<file path="src/rtl/rtcw_pkg.sv">
package rtcw_pkg;
   typedef logic [7:0] byte_t;

   localparam int unsigned NUM_TIME  = 7;
   localparam int unsigned CTRL_IDX  = 7;
   localparam int unsigned FIRST_RAM = 8;
   localparam byte_t       CTRL_KEEP = 8'h93;

   typedef logic [NUM_TIME-1:0][7:0] tk_vec_t;

   // year, month, date, weekday, hours, minutes, seconds (stop bit set)
   localparam tk_vec_t TIME_RESET = {8'h00, 8'h01, 8'h01, 8'h01, 8'h00, 8'h00, 8'h80};

   function automatic byte_t time_mask(input int unsigned idx);
      case (idx)
         0:       return 8'hFF;
         1:       return 8'h7F;
         2:       return 8'h7F;
         3:       return 8'h07;
         4:       return 8'h3F;
         5:       return 8'h1F;
         default: return 8'hFF;
      endcase
   endfunction

   function automatic byte_t bcd_inc(input byte_t v);
      if (v[3:0] >= 4'd9) return {v[7:4] + 4'd1, 4'd0};
      return v + 8'd1;
   endfunction

   function automatic byte_t bcd_wrap(input byte_t v, input byte_t top, input byte_t first);
      if (v == top) return first;
      return bcd_inc(v);
   endfunction

   function automatic logic leap_year(input byte_t yr);
      if (yr[4] == 1'b0) return (yr[3:0] == 4'd0) || (yr[3:0] == 4'd4) || (yr[3:0] == 4'd8);
      return (yr[3:0] == 4'd2) || (yr[3:0] == 4'd6);
   endfunction

   function automatic byte_t month_end(input byte_t mo, input byte_t yr);
      case (mo)
         8'h02:                      return leap_year(yr) ? 8'h29 : 8'h28;
         8'h04, 8'h06, 8'h09, 8'h11: return 8'h30;
         default:                    return 8'h31;
      endcase
   endfunction
endpackage

</file>
<file path="src/rtl/rtcw_divider.sv">
module rtcw_divider #(
   parameter int unsigned CYCLES_PER_SEC = 32768,
   localparam int unsigned CNT_W = $clog2(CYCLES_PER_SEC)
) (
   input  logic             clk,
   input  logic             rst_n,
   input  logic             run_i,
   input  logic             restart_i,
   output logic             tick_o,
   output logic [CNT_W-1:0] cnt_o
);
   localparam logic [CNT_W-1:0] LAST = CNT_W'(CYCLES_PER_SEC - 1);
   localparam bit IS_POW2 = (CYCLES_PER_SEC & (CYCLES_PER_SEC - 1)) == 0;

   logic [CNT_W-1:0] cnt_q;
   logic             at_last;

   assign at_last = (cnt_q == LAST);
   assign tick_o  = run_i && !restart_i && at_last;
   assign cnt_o   = cnt_q;

   generate
      if (IS_POW2) begin : g_pow2
         always_ff @(posedge clk or negedge rst_n) begin
            if (!rst_n)         cnt_q <= '0;
            else if (restart_i) cnt_q <= '0;
            else if (run_i)     cnt_q <= cnt_q + 1'b1;
         end
      end else begin : g_modulo
         always_ff @(posedge clk or negedge rst_n) begin
            if (!rst_n)         cnt_q <= '0;
            else if (restart_i) cnt_q <= '0;
            else if (run_i)     cnt_q <= at_last ? '0 : cnt_q + 1'b1;
         end
      end
   endgenerate
endmodule

</file>
<file path="src/rtl/rtcw_timekeeper.sv">
module rtcw_timekeeper
   import rtcw_pkg::*;
(
   input  logic    clk,
   input  logic    rst_n,
   input  logic    tick_i,
   input  logic    wr_en_i,
   input  logic [2:0] wr_idx_i,
   input  byte_t   wr_data_i,
   output tk_vec_t time_o
);
   tk_vec_t time_q, nxt;
   byte_t   tmp, hr, last_day;
   logic    c_sec, c_min, c_hr, c_date, c_mon, pm;

   always_comb begin
      nxt      = time_q;
      c_sec    = 1'b0;
      c_min    = 1'b0;
      c_hr     = 1'b0;
      c_date   = 1'b0;
      c_mon    = 1'b0;
      pm       = time_q[2][5];
      hr       = 8'h00;
      tmp      = 8'h00;
      last_day = month_end(time_q[5], time_q[6]);
      if (tick_i) begin
         tmp    = {1'b0, time_q[0][6:0]};
         c_sec  = (tmp == 8'h59);
         nxt[0] = {time_q[0][7], 7'b0} | bcd_wrap(tmp, 8'h59, 8'h00);
         if (c_sec) begin
            c_min  = (time_q[1] == 8'h59);
            nxt[1] = bcd_wrap(time_q[1], 8'h59, 8'h00);
         end
         if (c_min) begin
            if (time_q[2][6]) begin
               hr = {3'b000, time_q[2][4:0]};
               if (hr == 8'h11) begin
                  hr   = 8'h12;
                  c_hr = pm;
                  pm   = !pm;
               end else begin
                  hr = bcd_wrap(hr, 8'h12, 8'h01);
               end
               nxt[2] = 8'h40 | (pm ? 8'h20 : 8'h00) | hr;
            end else begin
               hr     = {2'b00, time_q[2][5:0]};
               c_hr   = (hr == 8'h23);
               nxt[2] = bcd_wrap(hr, 8'h23, 8'h00);
            end
         end
         if (c_hr) begin
            nxt[3] = bcd_wrap(time_q[3], 8'h07, 8'h01);
            c_date = (time_q[4] == last_day);
            nxt[4] = bcd_wrap(time_q[4], last_day, 8'h01);
         end
         if (c_date) begin
            c_mon  = (time_q[5] == 8'h12);
            nxt[5] = bcd_wrap(time_q[5], 8'h12, 8'h01);
         end
         if (c_mon) nxt[6] = bcd_wrap(time_q[6], 8'h99, 8'h00);
      end
      if (wr_en_i) nxt[wr_idx_i] = wr_data_i & time_mask(int'(wr_idx_i));
   end

   always_ff @(posedge clk or negedge rst_n) begin
      if (!rst_n) time_q <= TIME_RESET;
      else        time_q <= nxt;
   end

   assign time_o = time_q;
endmodule

</file>
<file path="src/rtl/rtcw_regbank.sv">
module rtcw_regbank
   import rtcw_pkg::*;
#(
   parameter int unsigned ADDR_W = 6
) (
   input  logic              clk,
   input  logic              rst_n,
   input  logic              start_i,
   input  logic [ADDR_W-1:0] start_addr_i,
   input  logic              wr_ack_i,
   input  byte_t             wr_data_i,
   input  logic              rd_ack_i,
   input  tk_vec_t           live_i,
   output logic [ADDR_W-1:0] ptr_o,
   output tk_vec_t           snap_o,
   output byte_t             ctrl_o,
   output byte_t             rd_data_o,
   output logic              time_wr_o,
   output logic [2:0]        time_idx_o
);
   localparam int unsigned RAM_BYTES = (1 << ADDR_W) - FIRST_RAM;

   logic [ADDR_W-1:0] ptr_q, ram_idx;
   byte_t             snap_q [NUM_TIME];
   byte_t             ram_q  [RAM_BYTES];
   byte_t             ctrl_q;
   logic              wr_go, rd_go, ptr_is_time, ptr_is_ctrl;

   assign wr_go       = wr_ack_i && !start_i;
   assign rd_go       = rd_ack_i && !start_i;
   assign ptr_is_time = ptr_q < ADDR_W'(NUM_TIME);
   assign ptr_is_ctrl = ptr_q == ADDR_W'(CTRL_IDX);
   assign ram_idx     = ptr_q - ADDR_W'(FIRST_RAM);

   always_ff @(posedge clk or negedge rst_n) begin
      if (!rst_n)              ptr_q <= '0;
      else if (start_i)        ptr_q <= start_addr_i;
      else if (wr_go || rd_go) ptr_q <= ptr_q + 1'b1;
   end

   generate
      for (genvar i = 0; i < NUM_TIME; i++) begin : g_snap
         always_ff @(posedge clk or negedge rst_n) begin
            if (!rst_n)        snap_q[i] <= TIME_RESET[i];
            else if (start_i)  snap_q[i] <= live_i[i];
            else if (wr_go && ptr_q == ADDR_W'(i))
                               snap_q[i] <= wr_data_i & time_mask(i);
         end
         assign snap_o[i] = snap_q[i];
      end
      for (genvar j = 0; j < RAM_BYTES; j++) begin : g_ram
         always_ff @(posedge clk or negedge rst_n) begin
            if (!rst_n) ram_q[j] <= 8'h00;
            else if (wr_go && ptr_q == ADDR_W'(j + FIRST_RAM))
                        ram_q[j] <= wr_data_i;
         end
      end
   endgenerate

   always_ff @(posedge clk or negedge rst_n) begin
      if (!rst_n)                     ctrl_q <= 8'h00;
      else if (wr_go && ptr_is_ctrl)  ctrl_q <= wr_data_i & CTRL_KEEP;
   end

   always_comb begin
      if (ptr_is_time)      rd_data_o = snap_q[ptr_q[2:0]];
      else if (ptr_is_ctrl) rd_data_o = ctrl_q;
      else                  rd_data_o = ram_q[ram_idx];
   end

   assign ptr_o      = ptr_q;
   assign ctrl_o     = ctrl_q;
   assign time_wr_o  = wr_go && ptr_is_time;
   assign time_idx_o = ptr_q[2:0];
endmodule

</file>
<file path="src/rtl/rtcw_window.sv">
module rtcw_window
   import rtcw_pkg::*;
#(
   parameter int unsigned ADDR_W         = 6,
   parameter int unsigned CYCLES_PER_SEC = 32768
) (
   input  logic              clk,
   input  logic              rst_n,
   input  logic              xfer_start,
   input  logic [ADDR_W-1:0] xfer_addr,
   input  logic              wr_ack,
   input  logic [7:0]        wr_data,
   input  logic              rd_ack,
   output logic [7:0]        rd_data,
   input  logic              wave_in,
   output logic              sq_pin,
   output logic              sqw_en,
   output logic [1:0]        sqw_rate
);
   localparam int unsigned CNT_W = $clog2(CYCLES_PER_SEC);

   generate
      if (ADDR_W < 4 || ADDR_W > 8) begin : g_bad_addr
         $error("rtcw_window: ADDR_W must lie in 4..8");
      end
      if (CYCLES_PER_SEC < 2) begin : g_bad_div
         $error("rtcw_window: CYCLES_PER_SEC must be at least 2");
      end
   endgenerate

   tk_vec_t           live, snap;
   byte_t             ctrl;
   logic [ADDR_W-1:0] ptr;
   logic [CNT_W-1:0]  div_cnt;
   logic [2:0]        time_idx;
   logic              time_wr, tick, halted, restart;

   assign halted  = live[0][7];
   assign restart = time_wr && (time_idx == 3'd0);

   rtcw_divider #(.CYCLES_PER_SEC(CYCLES_PER_SEC)) u_div (
      .clk(clk), .rst_n(rst_n), .run_i(!halted), .restart_i(restart),
      .tick_o(tick), .cnt_o(div_cnt)
   );

   rtcw_timekeeper u_tk (
      .clk(clk), .rst_n(rst_n), .tick_i(tick), .wr_en_i(time_wr),
      .wr_idx_i(time_idx), .wr_data_i(wr_data), .time_o(live)
   );

   rtcw_regbank #(.ADDR_W(ADDR_W)) u_bank (
      .clk(clk), .rst_n(rst_n), .start_i(xfer_start), .start_addr_i(xfer_addr),
      .wr_ack_i(wr_ack), .wr_data_i(wr_data), .rd_ack_i(rd_ack), .live_i(live),
      .ptr_o(ptr), .snap_o(snap), .ctrl_o(ctrl), .rd_data_o(rd_data),
      .time_wr_o(time_wr), .time_idx_o(time_idx)
   );

   assign sqw_en   = ctrl[4];
   assign sqw_rate = ctrl[1:0];
   assign sq_pin   = ctrl[4] ? wave_in : ctrl[7];
endmodule

</file>
<file path="config.mk">
export PLATFORM = sky130hd
export DESIGN_NAME = rtcw_window
export DESIGN_NICKNAME = d
export VERILOG_FILES = /design/src/rtl/rtcw_pkg.sv /design/src/rtl/rtcw_divider.sv /design/src/rtl/rtcw_timekeeper.sv /design/src/rtl/rtcw_regbank.sv /design/src/rtl/rtcw_window.sv
export SDC_FILE = /design/constraint.sdc
export NUM_CORES = 1
export LEC_CHECK = 0
export CAP_MARGIN = 10
export CORE_MARGIN = 1.5
export CORE_UTILIZATION = 45
export CTS_CLUSTER_SIZE = 40
export DETAILED_ROUTE_END_ITERATION = 7
export DONT_BUFFER_PORTS = 1
export PLACE_DENSITY = 0.64
export SLEW_MARGIN = 20
export SYNTH_ARGS = -nofsm -noshare
export SYNTH_HDL_FRONTEND = slang
export SYNTH_SLANG_ARGS = --single-unit
</file>
<file path="constraint.sdc">
create_clock -name clk -period 6.5 [get_ports clk]
set_input_delay 0 -clock clk [delete_from_list [all_inputs] [get_ports clk]]
set_output_delay 0 -clock clk [all_outputs]
set_load 0.03 [all_outputs]
</file>
==> run_results.csv, run 1 <==
group,metric,value,unit
sta,fin_skew,23.06,ps
sta,setup_viol,0,
power,p_leak,14.78,nW
outcome,outcome,"complete, but fails checks",
detailed_routing,drtIter0Drc,2438,
sta,finalCriticalPeriod,4713,ps
global_routing,grt_max_degree,586,
clock_network,cts_tree,"yes",
synthesis,yosys_warnings,0,
clock_network,cts_setup_buffers,0,
sta,timing.fmax,212.2,MHz
synthesis,syn-num-nets,2585,
synthesis,yosysSeqAreaShare,0.5084,
floorplan,die_h,256.0,µm
global_routing,grt_overflow_total,0,
critical_path,crit_fanout,45,
power,power_frac_clock,0.364,
critical_path,crit_required,6500,ps
detailed_routing,drc_errors,0,
synthesis,synthesis.area,28810,µm²
power,power,0.01118,W
clock_network,clock_latency,610,ps
critical_path,cp.arrival,4710,ps
synthesis,syn_avg_cell_area,11.45,µm²
place,hpwl,56280,µm
clock_network,htree_levels,3,
detailed_routing,vias_per_cell,6.309,
synthesis,ys_ff_latch,585,
synthesis,synth_edf_count,0,
floorplan,start_util,0.4559,
synthesis,synthCells,2516,
sta,fin_crit_sh,0.7251,
sta,rsz0062_at_grt,"no",
critical_path,cp-end-kind,"primary output",
power,internal-power,0.007812,W
floorplan,fp.dieW,256.0,µm
power,netSwitchingPower,0.003369,W
sta,hold_violations,579,
detailed_routing,postRouteAntennaNets,0,
detailed_routing,met2WireLength,41570,µm
global_routing,grt_pass1_wl,138600,µm
place,port_buffers,0,
synthesis,ys.flop_type,"dfrtp_1",
power,pwr-share-comb,0.194,
clock_network,cts_resized,0,
sta,max_slew_margin,-0.4843,
synthesis,synth.distinct_cells,81,
synthesis,ys_async_sr_fraction,1.000,
finish,layout.nets,2543,
detailed_routing,detail_route.wl_per_cell,26.81,µm
critical_path,start_kind,"flop",
finish,area_delta_synth_final,12.45,%
power,vdd.ir_drop.worst,0.1859,mV
clock_network,numCtsBuffers,68,
run,max_cap_viol_count,0,
floorplan,num_rows,92,
floorplan,core-area,63200,µm²
detailed_routing,finalWirelength,90630,µm
global_routing,gr-usage-all-layers,0.2769,
place,routabilityCongestion,0.9224,
sta,whs,-852.0,ps
clock_network,cts-root-buf,"clkbuf_16",
detailed_routing,top_layer,"met5",
power,power_density,345.1,nW/µm²
detailed_routing,drtPass1Iterations,7,
outcome,violations,"hold timing, slew limit",
finish,drive_gt1_frac,0.2651,
power,p_seq_frac,0.442,
synthesis,synth_top_cell_by_area,"dfrtp_1",
min_path,hp-class,"in -> async",
global_routing,antenna_found_initial,7,
clock_network,hold_buffers,42,
sta,worst_pin_slew,2226,ps
synthesis,synth_top_area_frac,0.5011,
sta,finalSetupTns,0,ps
clock_network,clk_pin_slew,60,ps
detailed_routing,routed-via-count,21330,
clock_network,cts_sinks,585,
power,switching_share,0.3013,
sta,slew_viol_final,275,
detailed_routing,drt-met1-wl,38930,µm
global_routing,grt_pass1_vias,21520,
critical_path,path_class,"reg -> out",
detailed_routing,wl_met3,6973,µm
floorplan,dieArea,65550,µm²
floorplan,ios,32,
synthesis,synthTopCellsByArea,"dfrtp_1 (50%), mux2_2 (19%), mux2i_1 (3.0%)",
clock_network,ctsLongestPathBuffers,3,
## synth_stat cells, types with 7 or more instances
cell / n
ha_1: 49
dfstp_2: 8
clkbuf_1: 141
and2_1: 9
o21ai_0: 125
nor2_1: 149
nor2b_1: 13
buf_2: 13
o22ai_1: 13
mux2_2: 480
xor2_1: 12
o211ai_1: 13
a22oi_1: 88
a221oi_1: 43
a31oi_1: 22
xnor2_1: 15
o31a_1: 7
o31ai_1: 14
nand2_1: 199
nand3b_1: 9
or3_1: 10
nand2b_1: 8
nor3_1: 17
nand3_1: 67
a211oi_1: 7
mux2i_1: 85
dfrtp_1: 577
nand4_1: 25
a21oi_1: 90
buf_1: 21
and3_1: 16
inv_1: 34
mux4_2: 7
a22o_1: 27
## worst paths after layout
kind	cells after the start	slack (ps)	start	to
setup / recovery	7	1790	u_bank.ptr_o[2]$_DFFE_PN0P_	rd_data[3]
hold / removal	0	-850	rst_n	u_div.cnt_o[4]$_DFFE_PN0P_
setup reg to reg	8	1840	u_bank.ptr_o[2]$_DFFE_PN0P_	u_bank.snap_o[40]$_DFFE_PN1P_
hold reg to reg	1	500	u_bank.ram_q[271]$_DFFE_PN0P_	u_bank.ram_q[271]$_DFFE_PN0P_
max in group asynchronous	0	5640	rst_n	u_bank.ram_q[33]$_DFFE_PN0P_
min in group clk	3	40	wr_ack	u_div.cnt_o[11]$_DFFE_PN0P_
## kinds of logic (layout without fill, tap and decap cells)
kind of cell,Yosys count,count (layout),share of synthesized area
adder cells (fa/ha/maj),49,49,0.02128
AO/OA/AOI/OAI,504,504,0.1173
multiplexers,572,572,0.2226
flip-flops,585,585,0.5084
AND/OR/NAND/NOR,558,558,0.09111
buffers and inverters,221,232,0.03105
XOR/XNOR,27,27,0.008208
other,0,8,0
## final cells by class
type,instances,area [µm²]
diodes,8,20.02
clock buffers,99,2053
clock inverters,24,359.1
fillers,5356,30800
inverters,37,138.9
multi-input cells,1710,13310
flip-flops and latches,585,14660
well taps,846,1059
repair buffers,72,803.3
## routing by layer
layer / up-vias / track usage
met5: - / 0
met3: 182 / 0.05179
met4: 2 / 0.1083
li1: 9125 / -
met2: 949 / 0.4270
met1: 11070 / 0.3864
## sequential cells by signal, indices dropped and copies added (netlist names)
signal         cells
u_bank.ram_q     448
u_bank.snap_o     56
u_tk.time_o       56
u_div.cnt_o       15
u_bank.ptr_o       6
u_bank.ctrl_o      4
## placed cells by master, fill, tap and decap left out, types with 16 or more instances in the layout
master / n
a221oi_1: 43
mux2_2: 480
nor2_1: 147
ha_1: 49
nand2_1: 199
dlygate4sd3_1: 33
o21ai_0: 125
mux2i_1: 85
and3_1: 16
nand3_1: 67
a22oi_1: 88
a21oi_1: 90
clkbuf_16: 72
buf_4: 30
inv_1: 34
nand4_1: 25
a31oi_1: 22
a22o_1: 27
dfrtp_1: 573
## per-stage QoR
stage | instances | area (µm²) | worst slack [ps] | util
global placement | 3208 | 29390 | 2476 | 0.4650
CTS | 3373 | 32380 | 1852 | 0.5123
finish | 3381 | 32400 | 1787 | 0.5127
global route | 3379 | 32390 | 1557 | 0.5126
floorplan | 2516 | 28810 | 3501 | -
detailed placement | 3208 | 29390 | 2395 | 0.4650
## power by group through the flow
| stage | Clock (W) | Combinational [W] | Sequential, W |
|---|---|---|---|
| after floorplan | 0 | 0.00156 | 0.00472 |
| after global placement | 0 | 0.00194 | 0.00493 |
| after detailed placement | 0 | 0.00200 | 0.00497 |
| after CTS | 0.00412 | 0.00214 | 0.00491 |
| after global routing | 0.00428 | 0.00235 | 0.00502 |
| final | 0.00407 | 0.00217 | 0.00494 |
## worst max-delay path: stages, from the launching register on
cell      delay [ps]
dfrtp_4          800
buf_4            730
clkinv_1         590
nand2_1          260
o21ai_0          120
a221o_1          260
o21ai_0          640
o221ai_1         670
Power figures use the tool's default switching activity.
==> run 2, diff against run 1 <==
- clock period: 6.5 -> 4.7 ns (I/O delays scaled with it)
==> run_results.csv, run 2 (synthesis gave the netlist of run 1 again) <==
group,metric,value,unit
place,port_buffers,0,
clock_network,cts_setup_buffers,0,
clock_network,htree_levels,2,
global_routing,grt_pass1_wl,136700,µm
floorplan,core-area,63200,µm²
power,power_density,471.7,nW/µm²
clock_network,cts_resized,0,
clock_network,cts_sinks,585,
global_routing,gr-usage-all-layers,0.2707,
finish,final_common_cell,"dfrtp_1",
global_routing,grt_overflow_total,0,
critical_path,path_delay_family,"compound AO/OA/AOI/OAI gates",
floorplan,fp.dieW,256.0,µm
finish,largest-register,"u_bank.ram_q",
sta,whs,-883.2,ps
finish,area_delta_synth_final,12.36,%
floorplan,die_h,256.0,µm
sta,max_slew_margin,-0.1813,
place,routabilityCongestion,0.9352,
critical_path,crit_required,4700,ps
critical_path,cp-end-kind,"primary output",
critical_path,critPathSlowestCell,"and3b_2",
global_routing,grt-busiest-layer,"met2",
critical_path,start_kind,"flop",
critical_path,reg2regPathDepth,9,
finish,register_area,14660,µm²
place,hpwl,55880,µm
critical_path,r2r-end,"u_tk.time_o[42]$_DFF_PN0_",
critical_path,path_class,"reg -> out",
clock_network,clk_pin_slew,60,ps
detailed_routing,drtIter0Drc,2382,
global_routing,grt_max_degree,586,
global_routing,met1_usage,0.3852,
clock_network,cts_tree,"yes",
min_path,hp-class,"in -> async",
sta,timing.fmax,216.8,MHz
detailed_routing,routed-via-count,21390,
clock_network,clock_latency,670,ps
finish,final_cell_mix,"dfrtp_1 (573), mux2_2 (480), nand2_1 (199)",
critical_path,cp.arrival,4610,ps
critical_path,crit_fanout,36,
outcome,outcome,"complete, but fails checks",
place,dpl.cell_count,3220,
critical_path,worstPathCellList,"and3b_2 > a22oi_1 > a32o_1 > a222oi_1 > a21oi_1 > a211oi_1 > buf_4",
finish,layout.nets,2549,
floorplan,dieArea,65550,µm²
sta,worst_pin_slew,1772,ps
floorplan,num_rows,92,
finish,finalNonFillerCells,3380,
critical_path,r2r_slack,760,ps
power,vdd.ir_drop.worst,0.2988,mV
detailed_routing,drc_errors,0,
global_routing,use_met3,0.04486,
detailed_routing,detail_route.wl_per_cell,26.29,µm
global_routing,grt_pass1_vias,21500,
critical_path,slowest_delay,1030,ps
detailed_routing,finalWirelength,88850,µm
clock_network,ctsLongestPathBuffers,3,
power,p_leak,14.75,nW
clock_network,hold_buffers,43,
clock_network,cts-root-buf,"clkbuf_16",
sta,finalCriticalPeriod,4612,ps
global_routing,antenna_found_initial,5,
finish,fillers,5407,
floorplan,start_util,0.4559,
critical_path,r2r_start,"u_bank.ptr_o[0]$_DFFE_PN0P_",
detailed_routing,postRouteAntennaNets,0,
finish,largest_reg_flops,448,
floorplan,ios,32,
sta,hold_violations,585,
outcome,violations,"hold timing, slew limit",
run,max_cap_viol_count,0,
global_routing,use_met2,0.4089,
sta,rsz0062_at_grt,"no",
finish,multi_input_area,13300,µm²
finish,drive_gt1_frac,0.2682,
sta,setup_viol,0,
detailed_routing,vias_per_cell,6.327,
sta,fin_crit_sh,0.9813,
detailed_routing,drtPass1Iterations,5,
critical_path,path_buf_inv,1,
clock_network,numCtsBuffers,61,
sta,fin_skew,31.10,ps
sta,finalSetupTns,0,ps
sta,slew_viol_final,121,
[run 2: worst max path at each step]
stage / from / endpoint / slack [ps] / depth (start not counted)
floorplan: u_bank.ptr_o[1]$_DFFE_PN0P_ / u_tk.time_o[54]$_DFF_PN0_ / 1700 / 14
global placement: u_bank.ptr_o[0]$_DFFE_PN0P_ / rd_data[1] / 960 / 7
detailed placement: u_bank.ptr_o[0]$_DFFE_PN0P_ / rd_data[1] / 900 / 7
CTS: u_bank.ptr_o[0]$_DFFE_PN0P_ / rd_data[1] / 210 / 7
global route: u_bank.ptr_o[0]$_DFFE_PN0P_ / rd_data[1] / 30 / 7
finish: u_bank.ptr_o[0]$_DFFE_PN0P_ / rd_data[1] / 90 / 7
[run 2: through the flow]
stage	cell area [µm²]	hold WS (ps)	worst slack, ps	utilization	power (W)
3_3_place_gp	29500	-241.2	955.2	0.4668	0.009519
4_1_cts	32370	-925.0	212.7	0.5122	0.01526
2_1_floorplan	28810	-295.6	1701	-	0.008680
5_1_grt	32370	-911.9	34.58	0.5122	0.01590
3_5_place_dp	29500	-244.0	899.0	0.4668	0.009655
6_report	32370	-883.2	87.72	0.5123	0.01527
[run 2: report_power, final]
| part | switching [W] | internal (W) |
|---|---|---|
| clock network | 0.00219 | 0.00323 |
| logic | 0.00168 | 0.00136 |
| registers | 0.000819 | 0.00599 |
[run 2: worst register-to-register path, cell delays in order, from the launching register on]
cell and delay, ps:
dfrtp_4 820, inv_1 150, ha_1 310, nor2b_1 180
nand3_1 230, and4_1 540, nand3_1 490, o32a_1 570
or3_1 460, nand3_1 100
[run 2: final cells by class]
cell class,count,area share
antenna,2,0.0001546
timing repair buffer,85,0.02868
clock buffer,76,0.05198
inverter,37,0.004290
multi-input combinational,1710,0.4109
clock inverter,39,0.01847
sequential,585,0.4528
tap,846,0.03270
[run 2: metal layers]
layer | routed length (µm) | part of all wire | vias to the layer above
met5 | 10 | 0.00011 | -
met4 | 3802 | 0.043 | 2
met3 | 6946 | 0.078 | 194
met2 | 39700 | 0.45 | 914
met1 | 38400 | 0.43 | 11170
li1 | - | - | 9105
